`src/rtl/rle_pkg.sv`:
```
package rle_pkg;

  typedef enum logic [1:0] {
    ST_FETCH = 2'd0,
    ST_BYTE  = 2'd1,
    ST_EMIT  = 2'd2
  } dec_state_t;

  localparam int GROUP_W = 7;

  function automatic logic byte_is_run(input logic [7:0] b);
    return b[0];
  endfunction

  function automatic logic [GROUP_W-1:0] byte_field(input logic [7:0] b);
    return b[7:1];
  endfunction

  // Place a 7-bit count group at slot idx (slot 0 is least significant).
  function automatic logic [31:0] place_group(input logic [GROUP_W-1:0] g,
                                              input int unsigned idx);
    return 32'(g) << (GROUP_W * idx);
  endfunction

  // Channel enable for palette: c=0 blue, c=1 green, c=2 red.
  function automatic logic chan_on(input logic [2:0] band, input int c);
    if (c == 2) return band != 3'd6;
    if (c == 0) return band != 3'd5;
    return 1'b1;
  endfunction

endpackage

```
`src/rtl/rle_fetch_addr.sv`:
```
module rle_fetch_addr #(
  parameter int ADDR_W   = 12,
  parameter int IMG_BASE = 16
) (
  input  logic              clk,
  input  logic              rst_n,
  input  logic              restart,
  input  logic              want_byte,
  input  logic              pix_ready,
  output logic              rom_rd,
  output logic [ADDR_W-1:0] rom_addr
);
  localparam logic [ADDR_W-1:0] BASE = ADDR_W'(IMG_BASE);

  assign rom_rd = want_byte && pix_ready && !restart;

  always_ff @(posedge clk) begin
    if (!rst_n)       rom_addr <= BASE;
    else if (restart) rom_addr <= BASE;
    else if (rom_rd)  rom_addr <= rom_addr + ADDR_W'(1);
  end
endmodule

```
`src/rtl/rle_run_fsm.sv`:
```
module rle_run_fsm
  import rle_pkg::*;
#(
  parameter int LEN_BYTES = 3
) (
  input  logic       clk,
  input  logic       rst_n,
  input  logic       restart,
  input  logic       rom_rd,
  input  logic [7:0] rom_data,
  input  logic       slot_free,
  output logic       want_byte,
  output logic       byte_evt,
  output logic       emit_evt,
  output logic [6:0] emit_luma
);
  localparam int COUNT_W = GROUP_W * LEN_BYTES;
  localparam int IDX_W   = (LEN_BYTES > 1) ? $clog2(LEN_BYTES) : 1;
  localparam logic [IDX_W-1:0] LAST_IDX = IDX_W'(LEN_BYTES - 1);

  dec_state_t         st;
  logic               in_len;
  logic [IDX_W-1:0]   len_idx;
  logic [COUNT_W-1:0] count;
  logic [6:0]         luma;
  logic [COUNT_W-1:0] merged;
  logic               more_len;

  assign want_byte = (st == ST_FETCH);
  assign byte_evt  = (st == ST_BYTE);
  assign emit_evt  = (st == ST_EMIT) && slot_free && !restart;
  assign emit_luma = luma;

  always_comb begin
    merged   = count | COUNT_W'(place_group(byte_field(rom_data), 32'(len_idx)));
    more_len = rom_data[0] && (len_idx != LAST_IDX);
  end

  always_ff @(posedge clk) begin
    if (!rst_n || restart) begin
      st      <= ST_FETCH;
      in_len  <= 1'b0;
      len_idx <= '0;
      count   <= '0;
      luma    <= '0;
    end else begin
      unique case (st)
        ST_FETCH: if (rom_rd) st <= ST_BYTE;
        ST_BYTE: begin
          if (!in_len) begin
            luma <= byte_field(rom_data);
            if (byte_is_run(rom_data)) begin
              in_len  <= 1'b1;
              len_idx <= '0;
              count   <= '0;
              st      <= ST_FETCH;
            end else begin
              count <= COUNT_W'(1);
              st    <= ST_EMIT;
            end
          end else begin
            count <= merged;
            if (more_len) begin
              len_idx <= len_idx + IDX_W'(1);
              st      <= ST_FETCH;
            end else begin
              in_len <= 1'b0;
              st     <= (merged == '0) ? ST_FETCH : ST_EMIT;
            end
          end
        end
        ST_EMIT: if (emit_evt) begin
          count <= count - COUNT_W'(1);
          if (count == COUNT_W'(1)) st <= ST_FETCH;
        end
        default: st <= ST_FETCH;
      endcase
    end
  end
endmodule

```
`src/rtl/rle_pixel_out.sv`:
```
module rle_pixel_out
  import rle_pkg::*;
(
  input  logic        clk,
  input  logic        rst_n,
  input  logic        restart,
  input  logic        emit_evt,
  input  logic [6:0]  emit_luma,
  input  logic        pix_ready,
  output logic        slot_free,
  output logic        pix_valid,
  output logic [6:0]  pix_luma,
  output logic [23:0] pix_rgb
);
  logic [7:0] chan;
  logic [2:0] band;

  assign slot_free = !pix_valid || pix_ready;
  assign chan      = {pix_luma, pix_luma[6]};
  assign band      = pix_luma[6:4];

  always_ff @(posedge clk) begin
    if (!rst_n || restart) begin
      pix_valid <= 1'b0;
      pix_luma  <= '0;
    end else if (emit_evt) begin
      pix_valid <= 1'b1;
      pix_luma  <= emit_luma;
    end else if (pix_ready) begin
      pix_valid <= 1'b0;
    end
  end

  for (genvar c = 0; c < 3; c++) begin : g_chan
    assign pix_rgb[c*8 +: 8] = chan_on(band, c) ? chan : 8'd0;
  end
endmodule

```
`src/rtl/rle_pixel_decoder.sv`:
```
module rle_pixel_decoder #(
  parameter int ADDR_W    = 12,
  parameter int IMG_BASE  = 16,
  parameter int LEN_BYTES = 3
) (
  input  logic              clk,
  input  logic              rst_n,
  input  logic              frame_start,
  output logic              rom_rd,
  output logic [ADDR_W-1:0] rom_addr,
  input  logic [7:0]        rom_data,
  input  logic              pix_ready,
  output logic              pix_valid,
  output logic [6:0]        pix_luma,
  output logic [23:0]       pix_rgb
);
  logic       want_byte;
  logic       byte_evt;
  logic       emit_evt;
  logic [6:0] emit_luma;
  logic       slot_free;

  rle_fetch_addr #(.ADDR_W(ADDR_W), .IMG_BASE(IMG_BASE)) u_fetch (
    .clk(clk), .rst_n(rst_n), .restart(frame_start), .want_byte(want_byte),
    .pix_ready(pix_ready), .rom_rd(rom_rd), .rom_addr(rom_addr)
  );

  rle_run_fsm #(.LEN_BYTES(LEN_BYTES)) u_fsm (
    .clk(clk), .rst_n(rst_n), .restart(frame_start), .rom_rd(rom_rd),
    .rom_data(rom_data), .slot_free(slot_free), .want_byte(want_byte),
    .byte_evt(byte_evt), .emit_evt(emit_evt), .emit_luma(emit_luma)
  );

  rle_pixel_out u_out (
    .clk(clk), .rst_n(rst_n), .restart(frame_start), .emit_evt(emit_evt),
    .emit_luma(emit_luma), .pix_ready(pix_ready), .slot_free(slot_free),
    .pix_valid(pix_valid), .pix_luma(pix_luma), .pix_rgb(pix_rgb)
  );
endmodule

```
`config.mk`:
```
export PLATFORM = sky130hd
export DESIGN_NAME = rle_pixel_decoder
export DESIGN_NICKNAME = d
export VERILOG_FILES = /design/src/rtl/rle_pkg.sv /design/src/rtl/rle_fetch_addr.sv /design/src/rtl/rle_run_fsm.sv /design/src/rtl/rle_pixel_out.sv /design/src/rtl/rle_pixel_decoder.sv
export SDC_FILE = /design/constraint.sdc
export NUM_CORES = 1
export LEC_CHECK = 0
export ABC_AREA = 0
export BUFFER_PORTS_ARGS = -buffer_cell sky130_fd_sc_hd__buf_4
export CORE_MARGIN = 4
export CORE_UTILIZATION = 54
export CTS_CLUSTER_SIZE = 20
export DETAILED_ROUTE_END_ITERATION = 6
export GPL_ROUTABILITY_DRIVEN = 0
export PLACE_DENSITY = 0.76
export SETUP_SLACK_MARGIN = 0.5
export SLEW_MARGIN = 30
export SYNTH_ARGS = -nofsm -noshare
export SYNTH_HDL_FRONTEND = slang
export SYNTH_HIERARCHICAL = 1
export SYNTH_SLANG_ARGS = --single-unit
```
`constraint.sdc`:
```
create_clock -name clk -period 4.9 [get_ports clk]
set_input_delay 0.49 -clock clk [delete_from_list [all_inputs] [get_ports clk]]
set_output_delay 0.49 -clock clk [all_outputs]
set_load 0.01 [all_outputs]
```
==> qor.yml <==
status: "completed"
synth_compound_area_share_pct: 23.2
syn_area_per_cell_sq_um: 7.86
critPathMaxFanout: 25
cp_data_required_time_ps: 5060
p_comb_share_pct: 8.1
cts_root_buf: "clkbuf_8"
reg2reg_to: "u_fsm/count[15]"
grt_max_degree: 26
synth_area_sq_mm: 0.00308
firstDrtPassIters: 5
synthSimpleGateAreaFrac_pct: 28.9
ioPinCount: 57
postRouteAntennaNets: 0
fin_nets: 440
ctsHoldBuffers: 0
worst_pin_slew_ps: 884
numPortBuffers: 56
power_mw: 0.806
p_sw_mw: 0.184
irDropWorstVdd_v: 0.000129
num_rows: 27
slew_headroom_pct: 41.0
seq_area_frac_synth_pct: 34.4
hpwl_um: 5600
worst_r2r_path_depth: 6
antenna_found_initial: 0
die_area_sq_mm: 0.00698
grt_overflow: 0
synth_nets: 408
yosysWarnings: 6
maxSlewViolCount: 0
rsz0062_at_grt: "false"
syn_to_final_growth_pct: 14.5
ys_types: 55
final_util_pct: 64.1
synthArstFlopShare_pct: 0
grt_pass1_wl_um: 13400
globalRouteTotalUtil_pct: 22.4
fmax_mhz: 379
cts_buffers: 5
leakagePower_nw: 1.32
muxShareOfSynthArea_pct: 3.90
ys_ff_latch: 53
drc: 0
seqPwrFrac_pct: 54.0
dieWidth_um: 83.6
wl_um: 7990
rr_startpoint: "u_out/pix_valid"
cts_resized: 0
cts_sinks: 53
netSwitchingFraction_pct: 22.8
start_kind: "primary input"
grt_pass1_vias: 2824
cp-end-kind: "flip-flop"
cts_setup_buffers: 0
synthXorXnorAreaFrac_pct: 0.284
synth_edf_count: 0
synth_cells: 392
fin_cells: 497
p_int_mw: 0.622
dp_cells: 489
initial_core_util_pct: 56.0
max_cap_violations: 0
clk_latency_ps: 300
clk_pin_slew_ps: 100
ys.flop_type: "dfxtp_1"
min_path_cells: 2
yosys.area_share.adder_pct: 1.62
period_needed_ps: 2640
dpl_worst_slack_ps: 1960
clk_path_buf_depth: 2
h-tree-depth: 2
layout-drive-gt1-share_pct: 16.9
whs_endpoint: "u_fetch/rom_addr[11]"
min_path_type: "reg -> reg"
clockPowerShare_pct: 37.9
die_h_um: 83.6
synth_top_family_by_area: "simple AND/OR/NAND/NOR gates"
setup_viol: 0
vias: 3079
core_area_sq_mm: 0.00551
multi_input_area_sq_mm: 0.00178
post_drt_wl_per_cell_um: 16.1
setup_tns_ps: 0
seqCellArea_sq_mm: 0.00106
routed_via_density: 6.20
ff2ff_setup_slack_ps: 2280
fin_skew_ps: 11.4
fin_crit_sh_pct: 53.8
hold_violations: 0
powerDensity_mw_per_mm2: 228
drt_iter0_drc: 240
fin_ws_ps: 2260
critPathArrivalTime_ps: 2800
diodes: 0
hold_start: "u_fetch/rom_addr[11]"
worstSetupPathType: "in -> reg"
fillers: 491
cts_tree: "yes"
==> synth_stat cells (5+ instances only) <==
master / n / share of area (%)
nand3_1: 11 / 1.8
or4_1: 8 / 1.9
o21ai_0: 19 / 3.1
mux2i_1: 12 / 3.9
o22ai_1: 10 / 2.0
dfxtp_1: 53 / 34
nor3_1: 13 / 2.1
buf_4: 11 / 2.7
a31oi_1: 6 / 1.2
o31ai_1: 5 / 1.2
a21oi_1: 43 / 7.0
nand2_1: 32 / 3.9
o21ai_1: 7 / 1.1
clkbuf_1: 15 / 1.8
nor2_1: 35 / 4.3
inv_1: 13 / 1.6
nand3b_1: 5 / 1.2
nor4_1: 9 / 1.8
nand2b_1: 9 / 1.8
and2_1: 10 / 2.0
nor2b_1: 6 / 1.2
==> metrics by stage <==
stage	area [sq um]	hold slack [ps]
2_1_floorplan	3080	453
3_3_place_gp	3410	454
4_1_cts	3530	468
6_report	3530	481
3_5_place_dp	3410	466
5_1_grt	3530	482
==> registers in the layout (all words and copies together) (netlist names) <==
name              cells
u_fsm/len_idx         2
u_fsm/in_len          1
u_fsm/count          21
u_fsm/st              2
u_out/pix_luma        7
u_out/pix_valid       1
u_fsm/emit_luma       7
u_fetch/rom_addr     12
==> cell type report <==
cell class                 count  share of cell area [%]
clock buffer                   7                    2.45
tap                           72                    2.55
multi-input combinational    293                    50.5
timing repair buffer          57                    12.1
inverter                      14                    1.49
clock inverter                 1                   0.850
sequential                    53                    30.0
==> cells by family after synthesis <==
family / Yosys count
compound gates: 117
xor+xnor: 1
fa+ha+maj: 4
buf+inv: 46
flops: 53
mux: 12
simple gates: 159
==> worst max-delay path by stage <==
stage / start / endpoint / cells after the start
floorplan: u_fsm/count[3] / u_fsm/count[11] / 5
global placement: pix_ready / u_fsm/count[15] / 7
finish: pix_ready / u_fsm/count[15] / 7
detailed placement: pix_ready / u_fsm/count[15] / 7
global route: u_out/pix_valid / u_fsm/count[15] / 6
CTS: u_out/pix_valid / u_fsm/count[15] / 6
==> routing by layer <==
layer	part of all wire (%)	track usage [%]	up-vias
met5	0	0	-
met4	2.3	9.06	0
met3	9.6	5.73	18
met2	46	34.6	157
met1	42	29.8	1402
li1	-	-	1502
==> worst max-delay path, cell delays in order <==
cell and delay, ps:
buf_4 100, nand2b_1 160, and4bb_1 610, or2_1 710
nand2_1 260, a221oi_1 370, a21oi_1 100
==> power groups by stage <==
stage                     Sequential [mW]  Combinational, mW  Clock, mW
after CTS                           0.435             0.0641      0.314
final                               0.435             0.0654      0.305
after global routing                0.436             0.0710      0.334
after floorplan                     0.445             0.0406          0
after detailed placement            0.445             0.0639          0
after global placement              0.445             0.0632          0
==> layout by cell type (no fill, tap or decap), drive strengths merged, types with 3 or more instances in the layout <==
| cell type | netlist | layout |
|---|---|---|
| buf | 17 | 57 |
| dfxtp | 53 | 53 |
| a21oi | 43 | 43 |
| nor2 | 35 | 35 |
| nand2 | 32 | 32 |
| o21ai | 26 | 26 |
| inv | 14 | 14 |
| nor3 | 13 | 13 |
| mux2i | 12 | 12 |
| nand3 | 11 | 11 |
| and2 | 10 | 10 |
| o22ai | 10 | 10 |
| nor4 | 10 | 10 |
| nand2b | 9 | 9 |
| or4 | 9 | 9 |
| clkbuf | 15 | 7 |
| nor2b | 6 | 6 |
| a31oi | 6 | 6 |
| nand3b | 6 | 6 |
| o31ai | 5 | 5 |
| ha | 4 | 4 |
| nor3b | 4 | 4 |
| a32o | 4 | 4 |
| nand4 | 4 | 4 |
| and3 | 3 | 3 |
| a22oi | 3 | 3 |
| a21boi | 3 | 3 |
(Power assumes the default switching activity.)
